==> src/rtl/tdm_sync_pkg.sv <==
package tdm_sync_pkg;
   localparam int PHASE_W = 2;
   localparam int BITN_W  = 3;

   localparam logic [PHASE_W-1:0] PH_FIRST  = 2'd0;
   localparam logic [PHASE_W-1:0] PH_LAST   = 2'd3;
   localparam logic [PHASE_W-1:0] PH_SAMPLE = 2'd2;
   localparam logic [PHASE_W-1:0] PH_LAUNCH = 2'd0;
   localparam logic [BITN_W-1:0]  BIT_FIRST = 3'd7;
   localparam logic [BITN_W-1:0]  BIT_LAST  = 3'd0;

   typedef enum logic {
      EDGE_FALL = 1'b0,
      EDGE_RISE = 1'b1
   } sync_edge_e;
endpackage

==> src/rtl/tdm_sync_capture.sv <==
module tdm_sync_capture
   import tdm_sync_pkg::*;
#(
   parameter bit ACTIVE_LOW = 1'b0
) (
   input  logic clk_i,
   input  logic rst_ni,
   input  logic sync_i,
   input  logic edge_sel_i,
   output logic hit_o
);
   logic sync_act;
   logic rise_q;

   generate
      if (ACTIVE_LOW) begin : g_inv
         assign sync_act = ~sync_i;
      end else begin : g_pass
         assign sync_act = sync_i;
      end
   endgenerate

   // sync seen at the rising edge, consumed at the following falling edge
   always_ff @(posedge clk_i or negedge rst_ni) begin
      if (!rst_ni) rise_q <= 1'b0;
      else         rise_q <= sync_act;
   end

   assign hit_o = (sync_edge_e'(edge_sel_i) == EDGE_RISE) ? rise_q : sync_act;

   // in rising mode a hit needs a sync that was active at the last rising edge
   assert_rise_source_R3: assert property (@(negedge clk_i) disable iff (!rst_ni)
      (edge_sel_i && hit_o) |-> rise_q);
endmodule

==> src/rtl/tdm_pos_counter.sv <==
module tdm_pos_counter
   import tdm_sync_pkg::*;
#(
   parameter int N_CH = 32,
   parameter int CH_W = (N_CH > 1) ? $clog2(N_CH) : 1
) (
   input  logic                 clk_i,
   input  logic                 rst_ni,
   input  logic                 hit_i,
   input  logic [PHASE_W-1:0]   start_ph_i,
   input  logic [BITN_W-1:0]    start_bit_i,
   input  logic [CH_W-1:0]      start_ch_i,
   output logic [PHASE_W-1:0]   ph_o,
   output logic [BITN_W-1:0]    bit_o,
   output logic [CH_W-1:0]      ch_o,
   output logic                 lock_o,
   output logic                 err_o,
   output logic                 smp_o,
   output logic                 lch_o,
   output logic                 load_o,
   output logic                 load_at_start_o,
   output logic                 adv_o
);
   localparam logic [CH_W-1:0] CH_MAX = CH_W'(N_CH - 1);

   logic [PHASE_W-1:0] ph_q, ph_nat, ph_d;
   logic [BITN_W-1:0]  bit_q, bit_nat, bit_d;
   logic [CH_W-1:0]    ch_q, ch_nat, ch_d, ch_inc;
   logic               lock_q, err_q, smp_q, lch_q;
   logic               match, realign, nat_start, lock_d;

   generate
      if (N_CH == 1) begin : g_one_ch
         assign ch_inc = '0;
      end else begin : g_multi_ch
         assign ch_inc = (ch_q == CH_MAX) ? '0 : ch_q + 1'b1;
      end
   endgenerate

   // free-running step; idle until locked
   always_comb begin
      ph_nat  = ph_q;
      bit_nat = bit_q;
      ch_nat  = ch_q;
      if (lock_q) begin
         if (ph_q == PH_LAST) begin
            ph_nat = PH_FIRST;
            if (bit_q == BIT_LAST) begin
               bit_nat = BIT_FIRST;
               ch_nat  = ch_inc;
            end else begin
               bit_nat = bit_q - 1'b1;
            end
         end else begin
            ph_nat = ph_q + 1'b1;
         end
      end
   end

   assign match     = lock_q && (ph_nat == start_ph_i) && (bit_nat == start_bit_i)
                      && (ch_nat == start_ch_i);
   assign realign   = hit_i && !match;
   assign nat_start = (ph_nat == PH_FIRST) && (bit_nat == BIT_FIRST) && (ch_nat == '0);

   assign ph_d   = realign ? start_ph_i  : ph_nat;
   assign bit_d  = realign ? start_bit_i : bit_nat;
   assign ch_d   = realign ? start_ch_i  : ch_nat;
   assign lock_d = lock_q || hit_i;

   assign load_o          = realign;
   assign load_at_start_o = (start_ph_i == PH_FIRST) && (start_bit_i == BIT_FIRST)
                            && (start_ch_i == '0);
   assign adv_o           = lock_q && !realign && nat_start;

   always_ff @(negedge clk_i or negedge rst_ni) begin
      if (!rst_ni) begin
         ph_q   <= PH_FIRST;
         bit_q  <= BIT_FIRST;
         ch_q   <= '0;
         lock_q <= 1'b0;
         err_q  <= 1'b0;
         smp_q  <= 1'b0;
         lch_q  <= 1'b0;
      end else begin
         ph_q   <= ph_d;
         bit_q  <= bit_d;
         ch_q   <= ch_d;
         lock_q <= lock_d;
         err_q  <= hit_i && lock_q && !match;
         smp_q  <= lock_d && (ph_d == PH_SAMPLE);
         lch_q  <= lock_d && (ph_d == PH_LAUNCH);
      end
   end

   assign ph_o   = ph_q;
   assign bit_o  = bit_q;
   assign ch_o   = ch_q;
   assign lock_o = lock_q;
   assign err_o  = err_q;
   assign smp_o  = smp_q;
   assign lch_o  = lch_q;

   assert_chan_start_range_R4: assert property (@(negedge clk_i) disable iff (!rst_ni)
      hit_i |-> (int'(start_ch_i) < N_CH));

   assert_phase_step_R5: assert property (@(negedge clk_i) disable iff (!rst_ni)
      (lock_q && !hit_i) |=> (ph_q == $past(ph_q) + 2'd1));

   assert_bit_order_R5: assert property (@(negedge clk_i) disable iff (!rst_ni)
      (lock_q && !hit_i && ph_q == PH_LAST) |=>
      (bit_q == (($past(bit_q) == BIT_LAST) ? BIT_FIRST : $past(bit_q) - 3'd1)));

   assert_sample_phase_R7: assert property (@(negedge clk_i) disable iff (!rst_ni)
      smp_q |-> (lock_q && ph_q == PH_SAMPLE));

   assert_launch_phase_R8: assert property (@(negedge clk_i) disable iff (!rst_ni)
      lch_q |-> (lock_q && ph_q == PH_LAUNCH));

   assert_lock_sticky_R9: assert property (@(negedge clk_i) disable iff (!rst_ni)
      lock_q |=> lock_q);

   assert_first_sync_quiet_R11: assert property (@(negedge clk_i) disable iff (!rst_ni)
      (hit_i && !lock_q) |=> !err_q);
endmodule

==> src/rtl/tdm_mf_counter.sv <==
module tdm_mf_counter #(
   parameter int MF_LEN = 16,
   parameter int FR_W   = $clog2(MF_LEN)
) (
   input  logic            clk_i,
   input  logic            rst_ni,
   input  logic            load_i,
   input  logic            load_at_start_i,
   input  logic            adv_i,
   input  logic [FR_W-1:0] mf_i,
   output logic [FR_W-1:0] frame_o
);
   localparam logic [FR_W-1:0] FR_MAX = FR_W'(MF_LEN - 1);

   logic [FR_W-1:0] frame_q, frame_inc, frame_pre;

   generate
      if ((1 << FR_W) == MF_LEN) begin : g_pow2
         assign frame_inc = frame_q + 1'b1;
         assign frame_pre = mf_i - 1'b1;
      end else begin : g_cmp
         assign frame_inc = (frame_q == FR_MAX) ? '0 : frame_q + 1'b1;
         assign frame_pre = (mf_i == '0) ? FR_MAX : mf_i - 1'b1;
      end
   endgenerate

   // a reload off a frame start sets one below, so the next frame start shows mf_i
   always_ff @(negedge clk_i or negedge rst_ni) begin
      if (!rst_ni)     frame_q <= '0;
      else if (load_i) frame_q <= load_at_start_i ? mf_i : frame_pre;
      else if (adv_i)  frame_q <= frame_inc;
   end

   assign frame_o = frame_q;

   assert_frame_step_R6: assert property (@(negedge clk_i) disable iff (!rst_ni)
      (adv_i && !load_i) |=>
      (frame_q == (($past(frame_q) == FR_MAX) ? '0 : $past(frame_q) + 1'b1)));

   assert_frame_load_R6: assert property (@(negedge clk_i) disable iff (!rst_ni)
      (load_i && load_at_start_i) |=> (frame_q == $past(mf_i)));

   assert_frame_hold_R9: assert property (@(negedge clk_i) disable iff (!rst_ni)
      (!adv_i && !load_i) |=> $stable(frame_q));
endmodule

==> src/rtl/tdm_frame_sync.sv <==
module tdm_frame_sync
   import tdm_sync_pkg::*;
#(
   parameter int  N_CH            = 32,
   parameter int  MF_LEN          = 16,
   parameter bit  SYNC_ACTIVE_LOW = 1'b0,
   localparam int CH_W            = (N_CH > 1) ? $clog2(N_CH) : 1,
   localparam int FR_W            = $clog2(MF_LEN)
) (
   input  logic                clk_i,
   input  logic                rst_ni,
   input  logic                sync_i,
   input  logic                edge_sel_i,
   input  logic [PHASE_W-1:0]  start_phase_i,
   input  logic [BITN_W-1:0]   start_bit_i,
   input  logic [CH_W-1:0]     start_chan_i,
   input  logic [FR_W-1:0]     mf_start_i,
   output logic [PHASE_W-1:0]  phase_o,
   output logic [BITN_W-1:0]   bit_o,
   output logic [CH_W-1:0]     chan_o,
   output logic [FR_W-1:0]     frame_o,
   output logic                locked_o,
   output logic                sample_stb_o,
   output logic                launch_stb_o,
   output logic                sync_err_o
);
   generate
      if (N_CH < 1) begin : g_bad_nch
         $error("tdm_frame_sync: N_CH must be at least 1");
      end
      if (MF_LEN < 2) begin : g_bad_mf
         $error("tdm_frame_sync: MF_LEN must be at least 2");
      end
   endgenerate

   logic hit, load, load_at_start, adv;

   tdm_sync_capture #(.ACTIVE_LOW(SYNC_ACTIVE_LOW)) u_capture (
      .clk_i      (clk_i),
      .rst_ni     (rst_ni),
      .sync_i     (sync_i),
      .edge_sel_i (edge_sel_i),
      .hit_o      (hit)
   );

   tdm_pos_counter #(.N_CH(N_CH), .CH_W(CH_W)) u_pos (
      .clk_i           (clk_i),
      .rst_ni          (rst_ni),
      .hit_i           (hit),
      .start_ph_i      (start_phase_i),
      .start_bit_i     (start_bit_i),
      .start_ch_i      (start_chan_i),
      .ph_o            (phase_o),
      .bit_o           (bit_o),
      .ch_o            (chan_o),
      .lock_o          (locked_o),
      .err_o           (sync_err_o),
      .smp_o           (sample_stb_o),
      .lch_o           (launch_stb_o),
      .load_o          (load),
      .load_at_start_o (load_at_start),
      .adv_o           (adv)
   );

   tdm_mf_counter #(.MF_LEN(MF_LEN), .FR_W(FR_W)) u_mf (
      .clk_i           (clk_i),
      .rst_ni          (rst_ni),
      .load_i          (load),
      .load_at_start_i (load_at_start),
      .adv_i           (adv),
      .mf_i            (mf_start_i),
      .frame_o         (frame_o)
   );

   assert_err_one_cycle_R10: assert property (@(negedge clk_i) disable iff (!rst_ni)
      sync_err_o |-> locked_o);
endmodule

==> config.mk <==
export PLATFORM = sky130hd
export DESIGN_NAME = tdm_frame_sync
export DESIGN_NICKNAME = d
export VERILOG_FILES = /design/src/rtl/tdm_sync_pkg.sv /design/src/rtl/tdm_sync_capture.sv /design/src/rtl/tdm_pos_counter.sv /design/src/rtl/tdm_mf_counter.sv /design/src/rtl/tdm_frame_sync.sv
export SDC_FILE = /design/constraint.sdc
export NUM_CORES = 1
export LEC_CHECK = 0
export BUFFER_PORTS_ARGS = -buffer_cell sky130_fd_sc_hd__buf_4
export CAP_MARGIN = 40
export CORE_ASPECT_RATIO = 1.5
export CORE_MARGIN = 2
export CORE_UTILIZATION = 30
export DETAILED_ROUTE_END_ITERATION = 6
export SKIP_CTS_REPAIR_TIMING = 1
export SLEW_MARGIN = 15
export SYNTH_ARGS = -nofsm -noshare
export SYNTH_HDL_FRONTEND = slang
export SYNTH_SLANG_ARGS = --single-unit
==> constraint.sdc <==
create_clock -name clk_i -period 4.2 [get_ports clk_i]
set_input_delay 0.84 -clock clk_i [delete_from_list [all_inputs] [get_ports clk_i]]
set_output_delay 0.84 -clock clk_i [all_outputs]
set_load 0.005 [all_outputs]
==> impl_metrics.yaml <==
grt:
  antenna_found_initial: 0
  grt_overflow: 0
  grt_pass1_vias: 1432
  grt_max_degree: 20
  grt_pass1_wl_mm: 6.73
  grt_usage_pct: 14.4
setup_path:
  r2r_start: "u_capture.rise_q"
  startpoint_type: "input port"
  crit_path_end: "u_pos.ph_o[0]"
  path_class: "input port to flop"
  crit_arrival_ns: 2.46
  end_kind: "flop"
  crit_fanout: 4
  r2r_cells: 6
  crit_start: "start_phase_i[0]"
  reg2reg_slack_ns: 0.52
  crit_required_ns: 2.21
  rr_endpoint: "u_pos.lch_o"
detailed_routing:
  drt_iter0_drc: 43
  drt_pass1_iterations: 4
  drc: 0
  vias_per_cell: 5.01
  wl_mm: 4.16
  antenna_left: 0
  vias: 1464
  wl_per_cell_um: 14.3
synthesis:
  synthTopCellsByCount: "dfrtn_1, nor2_1, inv_1"
  synth_area_um2: 1600
  syn_inst: 167
  synth_top_area_share_pct: 23.5
  synth.distinct_cells: 47
  yosysMostFrequentCell: "dfrtn_1"
  synth.area.top_cells: "dfrtn_1, mux2i_1, ha_1, dfstp_2, mux2_2"
  yosys.area_share.simple_pct: 20.3
  ys_async_sr_fraction_pct: 100
  synth_flop_cell: "dfrtn_1"
  synth-seq-cells: 19
  muxShareOfSynthArea_pct: 14.3
  synthAdderAreaFrac_pct: 5.48
  synth-edff-count: 0
  synth_area_leader_cell: "dfrtn_1"
  synth_top_family_by_area: "simple AND/OR/NAND/NOR gates"
  synthXorXnorAreaFrac_pct: 7.12
  yosys_warnings: 0
  synth_nets: 192
  synth_area_per_cell_um2: 9.58
  ys_seq_area_share_pct: 30.0
  synth_compound_area_share_pct: 17.2
timing:
  tns_ns: -2.63
  timing.final.hold_violations: 0
  setup_slack_ns: -0.243
  fin_worst_skew_ns: 0.0618
  setup_violations: 15
  max_slew.worst_pin.slew_ns: 0.685
  rsz0062_at_grt: "yes"
  slew_violations: 0
  relSlewSlack_pct: 53.7
clock_network:
  cts_tree: "done"
  root_buffer: "clkbuf_8"
  clock_latency_ns: 0.31
  cts_buffer_depth: 2
  numClockSinks: 19
  path_clk_slew_ns: 0.07
  numCtsBuffers: 3
  cts-htree-levels: 1
pwr:
  peakVddDrop_v: 0.000228
  p_leak_uw: 0.00102
  p_per_area_nw_per_um2: 381
finish:
  fillerInstances: 539
  final_cell_area_um2: 2200
  final_cells: 292
  nNetsFinal: 250
  n_antenna_cell: 0
  drive_gt1_share_pct: 39.3
  area.growth.synth_to_final_pct: 37.6
placed_design:
  placed_area_um2: 2070
  portBuffers: 35
  dpl.hpwl_mm: 3.39
  gp_congestion: 0.806
  place_inst: 284
floorplan:
  die_h_um: 93.4
  die_w_um: 63.6
  core-area_um2: 5120
  rows: 32
  io-pin-count: 36
  initial_core_util_pct: 31.2
  die_area_um2: 5940
run:
  max_cap_viol_count: 0
worst_hold_path:
  holdCritPathClass: "input port to asynchronous set/reset pin"
run_status:
  violations: "negative setup slack"
  status: "finished with violations"
logic make-up after synthesis:
kind of cell | count (synthesis)
and+or+nand+nor | 57
AOI/OAI and AO/OA | 34
DFF | 19
buffers and inverters | 17
xor gates and xnor gates | 13
adders and majority gates | 7
muxes | 20
layout by cell type (no fill, tap or decap), drive strengths merged, types with 5 or more instances in the layout:
cell type,instances
nand2,10
xnor2,5
ha,7
buf,56
nor2,13
nand2b,6
a21oi,5
o21ai,7
xor2,8
mux2i,9
inv,14
mux2,11
dfrtn,15
state kept, by name (all words and copies together), names as in the netlist:
name,cells
u_pos.ch_o,5
u_mf.frame_o,4
u_pos.bit_o,3
u_pos.ph_o,2
u_capture.rise_q,1
u_pos.err_o,1
u_pos.lch_o,1
u_pos.lock_o,1
u_pos.smp_o,1
critical path: stages:
cell,delay (ns)
buf_4,0.12
xor2_2,0.19
a2111oi_4,0.30
o2111ai_2,0.20
o41ai_4,0.29
buf_4,0.21
mux2_4,0.30
worst min-delay path by stage:
stage	startpoint	to
after floorplan	rst_ni	u_capture.rise_q
after global placement	u_mf.frame_o[3]	u_mf.frame_o[3]
after detailed placement	u_mf.frame_o[3]	u_mf.frame_o[3]
after CTS	rst_ni	u_capture.rise_q
after global routing	rst_ni	u_capture.rise_q
final	rst_ni	u_capture.rise_q
stage by stage:
stage                     utilization (%)  hold slack, ns  worst slack (ns)  power [µW]
after floorplan                         -           0.535            -0.448         530
after global placement               40.3           0.547            -0.526         675
after detailed placement             40.3           0.549            -0.585         682
after CTS                            41.3           0.456            -0.304         815
after global routing                 42.9           0.454            -0.308         903
final                                42.9           0.452            -0.243         837
where the power goes:
| group | leakage [µW] | internal [µW] | switching [µW] | total, µW |
|---|---|---|---|---|
| sequential | 0.000217 | 227 | 43.1 | 270 |
| combinational | 0.000768 | 229 | 203 | 432 |
| clock | 0.0000387 | 71.1 | 64.8 | 136 |
| total | 0.00102 | 526 | 311 | 837 |
routing by layer:
layer	wire length [µm]	share of wire [%]	vias up	GRT usage, %
met5	0	0	-	0
met4	59	1.4	0	5.25
met2	2350	56	40	28.3
met1	1610	39	701	15.3
met3	139	3.3	6	1.56
li1	-	-	717	-
final cells by class:
type	instances	area, µm²	share of cell area (%)
inverter	11	41.3	1.88
multi-input combinational	131	1090	49.8
clock buffer	4	45.0	2.05
tap	68	85.1	3.87
timing repair buffer	56	443	20.1
sequential	19	479	21.8
clock inverter	3	11.3	0.512
No activity file was read; power rests on OpenSTA's default activity.
